**src/rtl/adcrd_pkg.sv**
```systemverilog
package adcrd_pkg;

    localparam int WORD_W = 16;

    typedef enum logic [1:0] {
        ST_IDLE,
        ST_HOLD,
        ST_RUN,
        ST_ACQ
    } seq_st_t;

    typedef struct packed {
        logic [WORD_W-1:0] word;
        logic              twos;
        logic              stale;
    } result_t;

    // Straight binary and two's complement differ only in the MSB.
    function automatic logic [WORD_W-1:0] recode(
        input logic [WORD_W-1:0] raw,
        input logic              raw_straight,
        input logic              want_twos
    );
        logic [WORD_W-1:0] v;
        v = raw;
        if (raw_straight == want_twos)
            v[WORD_W-1] = ~raw[WORD_W-1];
        return v;
    endfunction

endpackage

```
**src/rtl/adcrd_sync.sv**
```systemverilog
module adcrd_sync #(
    parameter int           W       = 1,
    parameter logic [W-1:0] RST_VAL = '0
) (
    input  logic         clk,
    input  logic         rst,
    input  logic [W-1:0] d,
    output logic [W-1:0] q
);

    logic [W-1:0] meta;

    always_ff @(posedge clk) begin
        if (rst) begin
            meta <= RST_VAL;
            q    <= RST_VAL;
        end else begin
            meta <= d;
            q    <= meta;
        end
    end

endmodule

```
**src/rtl/adcrd_shift.sv**
```systemverilog
module adcrd_shift
    import adcrd_pkg::*;
#(
    parameter int W = WORD_W
) (
    input  logic         clk,
    input  logic         rst,
    input  logic         clr,
    input  logic         dclk_s,
    input  logic         data_s,
    output logic [W-1:0] word,
    output logic         full
);

    localparam int CW = $clog2(W + 1);

    logic          dclk_d;
    logic [CW-1:0] cnt;
    logic          edge_up;

    assign edge_up = dclk_s && !dclk_d;
    assign full    = (cnt == CW'(W));

    always_ff @(posedge clk) begin
        if (rst) begin
            dclk_d <= 1'b0;
            cnt    <= '0;
            word   <= '0;
        end else begin
            dclk_d <= dclk_s;
            if (clr) begin
                cnt <= '0;
            end else if (edge_up && !full) begin
                word <= {word[W-2:0], data_s};
                cnt  <= cnt + 1'b1;
            end
        end
    end

    AST_FULL_FREEZES: assert property (@(posedge clk) disable iff (rst) (full && !clr) |=> $stable(word));

endmodule

```
**src/rtl/adcrd_seq.sv**
```systemverilog
module adcrd_seq
    import adcrd_pkg::*;
#(
    parameter int RC_LOW_CYC = 4,
    parameter int ACQ_CYC    = 20,
    parameter int TMO_CYC    = 400
) (
    input  logic    clk,
    input  logic    rst,
    input  logic    start_req,
    input  logic    pd_req,
    input  logic    busy_s,
    input  logic    bits_full,
    output seq_st_t st,
    output logic    cs_n,
    output logic    rc,
    output logic    cap_clr,
    output logic    done,
    output logic    tmo
);

    localparam int CNT_MAX = (TMO_CYC > ACQ_CYC) ? TMO_CYC : ACQ_CYC;
    localparam int TW      = $clog2(CNT_MAX + 1);
    localparam int AW      = $clog2(ACQ_CYC + 1);

    logic [TW-1:0] tmr;
    logic          busy_d;
    logic          seen_low;
    logic          busy_rise;
    logic [AW-1:0] gap_cnt;

    assign busy_rise = busy_s && !busy_d;
    assign cs_n      = (st == ST_IDLE) || (st == ST_ACQ);
    assign rc        = (st != ST_HOLD);
    assign cap_clr   = (st == ST_IDLE) && start_req && !pd_req;

    always_ff @(posedge clk) begin
        if (rst) begin
            st       <= ST_IDLE;
            tmr      <= '0;
            busy_d   <= 1'b1;
            seen_low <= 1'b0;
            done     <= 1'b0;
            tmo      <= 1'b0;
        end else begin
            busy_d <= busy_s;
            done   <= 1'b0;
            tmo    <= 1'b0;
            case (st)
                ST_IDLE: begin
                    if (cap_clr) begin
                        st       <= ST_HOLD;
                        tmr      <= '0;
                        seen_low <= 1'b0;
                    end
                end
                ST_HOLD: begin
                    tmr <= tmr + 1'b1;
                    if (!busy_s) seen_low <= 1'b1;
                    if (tmr == TW'(RC_LOW_CYC - 1)) st <= ST_RUN;
                end
                ST_RUN: begin
                    tmr <= tmr + 1'b1;
                    if (!busy_s) seen_low <= 1'b1;
                    if (seen_low && busy_s && bits_full) begin
                        done <= 1'b1;
                        st   <= ST_ACQ;
                        tmr  <= '0;
                    end else if (tmr == TW'(TMO_CYC - 1)) begin
                        tmo <= 1'b1;
                        st  <= ST_ACQ;
                        tmr <= '0;
                    end
                end
                default: begin
                    tmr <= tmr + 1'b1;
                    if (tmr == TW'(ACQ_CYC - 1)) st <= ST_IDLE;
                end
            endcase
        end
    end

    // Independent count of cycles since busy last rose, for the gap check.
    always_ff @(posedge clk) begin
        if (rst)                          gap_cnt <= AW'(ACQ_CYC);
        else if (busy_rise)               gap_cnt <= '0;
        else if (gap_cnt != AW'(ACQ_CYC)) gap_cnt <= gap_cnt + 1'b1;
    end

    AST_RC_HIGH_AT_BUSY: assert property (@(posedge clk) disable iff (rst) busy_rise |-> rc);
    AST_ACQ_GAP: assert property (@(posedge clk) disable iff (rst) cap_clr |-> (gap_cnt >= AW'(ACQ_CYC)));

endmodule

```
**src/rtl/adcrd_top.sv**
```systemverilog
module adcrd_top
    import adcrd_pkg::*;
#(
    parameter int RC_LOW_CYC = 4,
    parameter int ACQ_CYC    = 20,
    parameter int TMO_CYC    = 400
) (
    input  logic              clk,
    input  logic              rst,
    input  logic              start_req,
    input  logic              pd_req,
    input  logic              cfg_straight,
    input  logic              out_twos,
    output logic              adc_cs_n,
    output logic              adc_rc,
    output logic              adc_fmt,
    output logic              adc_pwrd,
    input  logic              adc_busy_n,
    input  logic              adc_dclk,
    input  logic              adc_data,
    output logic              res_valid,
    output logic [WORD_W-1:0] res_data,
    output logic              res_twos,
    output logic              res_stale,
    output logic              err_timeout
);

    logic [2:0]        pins_raw;
    logic [2:0]        pins_s;
    seq_st_t           st;
    logic              cap_clr;
    logic              seq_done;
    logic              seq_tmo;
    logic [WORD_W-1:0] cap_word;
    logic              cap_full;
    logic              twos_lat;
    logic              stale_r;
    result_t           res_q;

    assign pins_raw = {adc_busy_n, adc_dclk, adc_data};

    adcrd_sync #(.W(3), .RST_VAL(3'b100)) u_sync (
        .clk (clk),
        .rst (rst),
        .d   (pins_raw),
        .q   (pins_s)
    );

    adcrd_seq #(
        .RC_LOW_CYC (RC_LOW_CYC),
        .ACQ_CYC    (ACQ_CYC),
        .TMO_CYC    (TMO_CYC)
    ) u_seq (
        .clk       (clk),
        .rst       (rst),
        .start_req (start_req),
        .pd_req    (pd_req),
        .busy_s    (pins_s[2]),
        .bits_full (cap_full),
        .st        (st),
        .cs_n      (adc_cs_n),
        .rc        (adc_rc),
        .cap_clr   (cap_clr),
        .done      (seq_done),
        .tmo       (seq_tmo)
    );

    adcrd_shift #(.W(WORD_W)) u_shift (
        .clk    (clk),
        .rst    (rst),
        .clr    (cap_clr),
        .dclk_s (pins_s[1]),
        .data_s (pins_s[0]),
        .word   (cap_word),
        .full   (cap_full)
    );

    always_ff @(posedge clk) begin
        if (rst) begin
            adc_fmt     <= 1'b1;
            twos_lat    <= 1'b0;
            stale_r     <= 1'b1;
            adc_pwrd    <= 1'b0;
            res_valid   <= 1'b0;
            err_timeout <= 1'b0;
            res_q       <= '0;
        end else begin
            adc_pwrd    <= pd_req;
            res_valid   <= seq_done;
            err_timeout <= seq_tmo;
            if (st == ST_IDLE) begin
                adc_fmt  <= cfg_straight;
                twos_lat <= out_twos;
            end
            if (pd_req)        stale_r <= 1'b1;
            else if (seq_done) stale_r <= 1'b0;
            if (seq_done) begin
                res_q.word  <= recode(cap_word, adc_fmt, twos_lat);
                res_q.twos  <= twos_lat;
                res_q.stale <= stale_r;
            end
        end
    end

    assign res_data  = res_q.word;
    assign res_twos  = res_q.twos;
    assign res_stale = res_q.stale;

    AST_RC_NEEDS_CS: assert property (@(posedge clk) disable iff (rst) !adc_rc |-> !adc_cs_n);
    AST_PD_KEEPS_RC: assert property (@(posedge clk) disable iff (rst) (pd_req && adc_rc) |=> adc_rc);
    AST_VALID_ONE_CYCLE: assert property (@(posedge clk) disable iff (rst) res_valid |=> !res_valid);
    AST_VALID_NOT_TMO: assert property (@(posedge clk) disable iff (rst) !(res_valid && err_timeout));

endmodule

```
**config.mk**
```make
export PLATFORM = sky130hd
export DESIGN_NAME = adcrd_top
export DESIGN_NICKNAME = d
export VERILOG_FILES = /design/src/rtl/adcrd_pkg.sv /design/src/rtl/adcrd_sync.sv /design/src/rtl/adcrd_shift.sv /design/src/rtl/adcrd_seq.sv /design/src/rtl/adcrd_top.sv
export SDC_FILE = /design/constraint.sdc
export NUM_CORES = 1
export LEC_CHECK = 0
export BUFFER_PORTS_ARGS = -buffer_cell sky130_fd_sc_hd__buf_2
export CORE_MARGIN = 3
export CORE_UTILIZATION = 45
export DETAILED_ROUTE_END_ITERATION = 6
export SETUP_SLACK_MARGIN = 0.4
export SLEW_MARGIN = 20
export SYNTH_ARGS = -nofsm -noshare
export SYNTH_HDL_FRONTEND = slang
export SYNTH_SLANG_ARGS = --single-unit
```
**constraint.sdc**
```tcl
create_clock -name clk -period 2 [get_ports clk]
set_input_delay 0.3 -clock clk [delete_from_list [all_inputs] [get_ports clk]]
set_output_delay 0.3 -clock clk [all_outputs]
set_load 0.05 [all_outputs]
```
==> qor.csv, run 1 <==
metric,value,unit
grtUsageTotal,0.162,
finalSetupViolations,0,
final_antenna_net_count,0,
clkPwrFrac,0.378,
fmaxAchievable,596,MHz
fin_ws,0.321,ns
p_leak,1.26,nW
drt_pass1_iterations,4,
critPathLaunchType,register,
port_buffers,32,
clk_latency,0.33,ns
worst-setup-path-type,reg -> reg,
min_delay_path_depth,2,
viasPerCell,4.89,
final_hold_viol_count,0,
synth-edff-count,0,
switching_share,0.250,
cp.required,2.26,ns
synthFlopType,dfxtp_1,
cp_max_fo,3,
avgSynthCellArea,10.2,um^2
dp_worst_setup_slack,0.226,ns
cp_slowest_stage_delay,0.48,ns
synth.distinct_cells,37,
layout.cells.most_common_list,"dfxtp_1 (59), nor2_1 (43), mux2i_1 (37), buf_2 (30)",
rsz0062_at_grt,yes,
wl_per_cell,13.2,um
core_area,5610,um^2
ir_worst_vdd,0.731,mV
cp_num_buf_inv,0,
timing.rr.start,u_seq.tmr[1],
cts-buffers-inserted,9,
floorplan.rows,27,
skew,0.00355,ns
netlist.area_leader.share,0.499,
p_int,2.24,mW
synth_nets,276,
synthToLayoutAreaGrowth,24.9,%
startpoint,u_seq.tmr[1],
htree_num_levels,3,
synthTopCellsByArea,"dfxtp_1 (50%), mux2i_1 (14%), nor2_1 (6.1%)",
seq_area_frac_synth,0.499,
pwr-share-comb,0.160,
endpoint_kind,register,
yosysTopAreaCell,dfxtp_1,
drt_iter0_drc,42,
power_switching,0.744,mW
fin_setup_tns,0,ns
status,"complete, no violations",
dp_hpwl,3.16,mm
die_x,82.7,um
layout.cells.most_common,dfxtp_1,
clockBufferDepth,2,
cts_sinks,66,
grt_pass1_wl,8.38,mm
slowest_stage,or4_4,
vias,1854,
antenna_found_initial,0,
synth_warnings,0,
holdPathEnd,u_sync.meta[2],
cp_cell_sequence,ha_4 -> nand3_4 -> or4_4 -> a311oi_4 -> mux2i_1,
p_seq_frac,0.463,
die_h,82.7,um
relSlewSlack,0.563,
io_pins,33,
final_layout_size_suffix_gt1_frac,0.287,
timing.rr.end,u_seq.st[1],
drc_errors,0,
drv_slew,0,
min_period,1.68,ns
grt_start_max_net_pins,37,
antenna_cells,0,
finalCritPeriodShare,0.839,
cap_violations,0,
holdBufCountCts,0,
synth_cells,259,
p_per_area,901,nW/um^2
root_buffer,clkbuf_8,
arrival,1.94,ns
start_util,0.472,
cp_top_family,simple AND/OR/NAND/NOR gates,
grt-ovfl-total,0,
ys_ff_latch,66,
finalNetCount,320,
async_flop_share,0,
netlist_area,2650,um^2
grt_pass1_vias,1731,
reg2reg_depth,5,
worst_pin_slew,0.655,ns
worstHoldStart,adc_busy_n,
r2r_setup_slack,0.32,ns
cp.depth,5,
die_area,6840,um^2
cts_tree,built,
gp_congestion,0.704,
drt_wl_total,5.00,mm
worstHoldPathType,in -> reg,
path_clk_slew,0.06,ns
sequential cells by signal, indices dropped and copies added, names as in the netlist, 2 cells and up:
name / flops
u_seq.tmr: 9
u_shift.word: 16
u_seq.st: 2
u_shift.cnt: 5
u_sync.q: 3
u_sync.meta: 3
res_data: 16
cell families after synthesis:
| group | after synthesis | share of synthesized area |
|---|---|---|
| and+or+nand+nor | 91 | 0.176 |
| DFF | 66 | 0.499 |
| muxes | 37 | 0.140 |
| buffers and inverters | 24 | 0.0364 |
| AOI/OAI and AO/OA | 18 | 0.0614 |
| xor gates and xnor gates | 15 | 0.0496 |
| adders and majority gates | 8 | 0.0378 |
metal layers:
metal  share of wire  up-vias  wire length (um)  GRT usage
met5               0        -                 0          0
met4           0.012        0                60     0.0490
met3           0.050        7               252     0.0683
met2            0.45       29              2270      0.242
met1            0.48      858              2420      0.213
li1                -      960                 -          -
through the flow:
step	instances	util	hold WS [ns]	cell area, um^2	power, mW
final	379	0.590	0.145	3310	2.98
after global routing	379	0.590	0.130	3310	3.11
after CTS	379	0.587	0.121	3290	3.01
after detailed placement	355	0.522	0.397	2930	1.79
after global placement	355	0.522	0.392	2930	1.78
after floorplan	259	-	0.389	2690	1.70
repair_timing:
action,in CTS,in global routing
buffers inserted,8,0
endpoints found under the setup margin,29,29
pin swaps,3,3
gates cloned,1,0
resized for setup,16,9
how the worst max path moves through the flow:
stage | slack (ns) | to
after floorplan | 0.40 | u_shift.word[10]
after global placement | 0.23 | u_seq.tmr[8]
after detailed placement | 0.23 | u_seq.tmr[8]
after CTS | 0.32 | u_seq.st[1]
after global routing | 0.22 | u_seq.st[1]
final | 0.32 | u_seq.st[1]
cell type report:
class	instances	area (um^2)
clock buffer	13	169
clock inverter	2	35.0
timing repair buffer	46	332
inverter	11	41.3
multi-input combinational	169	1300
sequential	66	1340
tap	72	90.1
fill	510	2300
synthesized netlist by cell type, types with 3 or more instances:
cell	number
a2111oi_0	3
a211oi_1	4
a21oi_1	3
clkbuf_1	8
dfxtp_1	66
ha_1	8
inv_1	11
mux2i_1	37
nand2_1	4
nand2b_1	6
nor2_1	43
nor2b_1	11
nor3_1	10
xnor2_1	12
xor2_1	3
worst register-to-register path, stage by stage, from the launching register on:
cell and delay [ns]:
dfxtp_4 0.36, ha_4 0.14, nand3_4 0.07, or4_4 0.48
a311oi_4 0.35, mux2i_1 0.21
power by group through the flow:
stage	logic [mW]	clock network [mW]	registers (mW)
2_1_floorplan	0.274	0	1.42
3_3_place_gp	0.374	0	1.41
3_5_place_dp	0.376	0	1.41
4_1_cts	0.466	1.17	1.38
5_1_grt	0.512	1.22	1.38
6_report	0.475	1.13	1.38
Power figures use the tool's default switching activity.
==> run 2, diff against run 1 <==
==> constraint.sdc (replaced) <==
create_clock -name clk -period 1.8 [get_ports clk]
set_input_delay 0.27 -clock clk [delete_from_list [all_inputs] [get_ports clk]]
set_output_delay 0.27 -clock clk [all_outputs]
set_load 0.05 [all_outputs]
==> run 2 against run 1 <==
  * Setup slack worse by 0.18 ns
  * Utilization is 2.3 points higher
  * Via count is 2.3% higher
  * Wire length is 6.3% higher
  * Combinational power is 22% higher
  * Maximum frequency is 1.4% higher
  * Sequential share of layout area is 1.6 points lower
  * Sequential power is 12% higher
  * Largest cell class is now multi-input combinational cells
==> qor.csv, run 2 (synthesis results as in run 1) <==
metric,value,unit
drc_errors,0,
p_leak,1.29,nW
layout.cells.most_common,dfxtp_1,
viasPerCell,4.91,
drt_pass1_iterations,4,
cp_max_fo,3,
min_period,1.66,ns
synthToLayoutAreaGrowth,29.7,%
skew,0.00782,ns
fin_setup_tns,0,ns
critPathLaunchType,register,
grt_start_max_net_pins,31,
core_area,5610,um^2
worst_pin_slew,0.540,ns
arrival,1.93,ns
cts_tree,built,
worst-setup-path-type,reg -> reg,
root_buffer,clkbuf_8,
die_h,82.7,um
gp_congestion,0.719,
fmaxAchievable,604,MHz
cts-buffers-inserted,9,
holdBufCountCts,0,
final_hold_viol_count,0,
start_util,0.472,
path_clk_slew,0.07,ns
drv_slew,0,
drt_iter0_drc,51,
port_buffers,32,
floorplan.rows,27,
rsz0062_at_grt,yes,
die_area,6840,um^2
cp.required,2.07,ns
final_antenna_net_count,0,
cts_sinks,66,
grt_pass1_wl,8.94,mm
finalSetupViolations,0,
relSlewSlack,0.631,
clk_latency,0.34,ns
clockBufferDepth,2,
worstHoldPathType,in -> reg,
layout.cells.most_common_list,"dfxtp_1 (57), nor2_1 (43), mux2i_1 (34), buf_2 (30), buf_4 (15)",
grtUsageTotal,0.178,
wl_per_cell,13.8,um
cap_violations,0,
endpoint_kind,register,
finalCritPeriodShare,0.920,
antenna_found_initial,0,
vias,1896,
drt_wl_total,5.32,mm
io_pins,33,
die_x,82.7,um
status,"complete, no violations",
htree_num_levels,3,
fin_hold_ws,0.123,ns
dp_hpwl,3.47,mm
final_layout_size_suffix_gt1_frac,0.357,
antenna_cells,0,
p_per_area,1010,nW/um^2
ir_worst_vdd,0.742,mV
grt-ovfl-total,0,
grt_pass1_vias,1910,
finalNetCount,326,
## run 2: timing repair
| action | in CTS | in global routing |
|---|---|---|
| gates cloned | 1 | 0 |
| pin swaps | 3 | 6 |
| resized for setup | 15 | 26 |
| endpoints found under the setup margin | 31 | 35 |
| setup buffers | 8 | 2 |
## run 2: stage by stage
step / power [mW] / setup slack [ns] / area, um^2 / util / cells
6_report: 3.47 / 0.144 / 3440 / 0.613 / 386
5_1_grt: 3.62 / 0.0660 / 3440 / 0.613 / 386
4_1_cts: 3.48 / 0.140 / 3320 / 0.593 / 384
3_5_place_dp: 2.01 / 0.115 / 2960 / 0.528 / 359
3_3_place_gp: 2.01 / 0.135 / 2960 / 0.528 / 359
2_1_floorplan: 1.91 / 0.208 / 2700 / - / 259
## run 2: final cells by class
cell class	instances	area, um^2
multi-input cells	169	1370
flip-flops and latches	66	1340
repair buffers	52	368
clock buffers	9	124
fillers	499	2170
well taps	72	90.1
clock inverters	7	93.8
inverters	11	47.5
## run 2: metal layers
layer  part of all wire  vias up  global-route usage
met1               0.48      883               0.221
li1                   -      976                   -
met5                  0        -                   0
met4              0.020        0              0.0784
met3              0.035        9              0.0553
met2               0.47       28               0.283
## run 2: path summary, 6_finish.rpt
path | startpoint | endpoint | slack, ns | cells past startpoint
worst max register to register | u_seq.tmr[1] | u_seq.st[1] | 0.14 | 5
worst max-delay path | u_seq.tmr[1] | u_seq.st[1] | 0.14 | 5
worst min register to register | u_sync.meta[2] | u_sync.q[2] | 0.42 | 1
worst min-delay path | adc_busy_n | u_sync.meta[2] | 0.12 | 2
## run 2: critical path, stage by stage, from the launching register on
cell and delay (ns):
dfxtp_4 0.36, ha_4 0.13, nand3_4 0.07, or4_4 0.47
a311oi_4 0.33, mux2i_1 0.22
## run 2: power by group
part	total, mW	internal [mW]	switching [mW]	leakage [nW]
registers	1.54	1.50	0.0336	0.539
logic	0.581	0.267	0.314	0.649
clock network	1.36	0.776	0.580	0.105
total	3.47	2.55	0.927	1.29
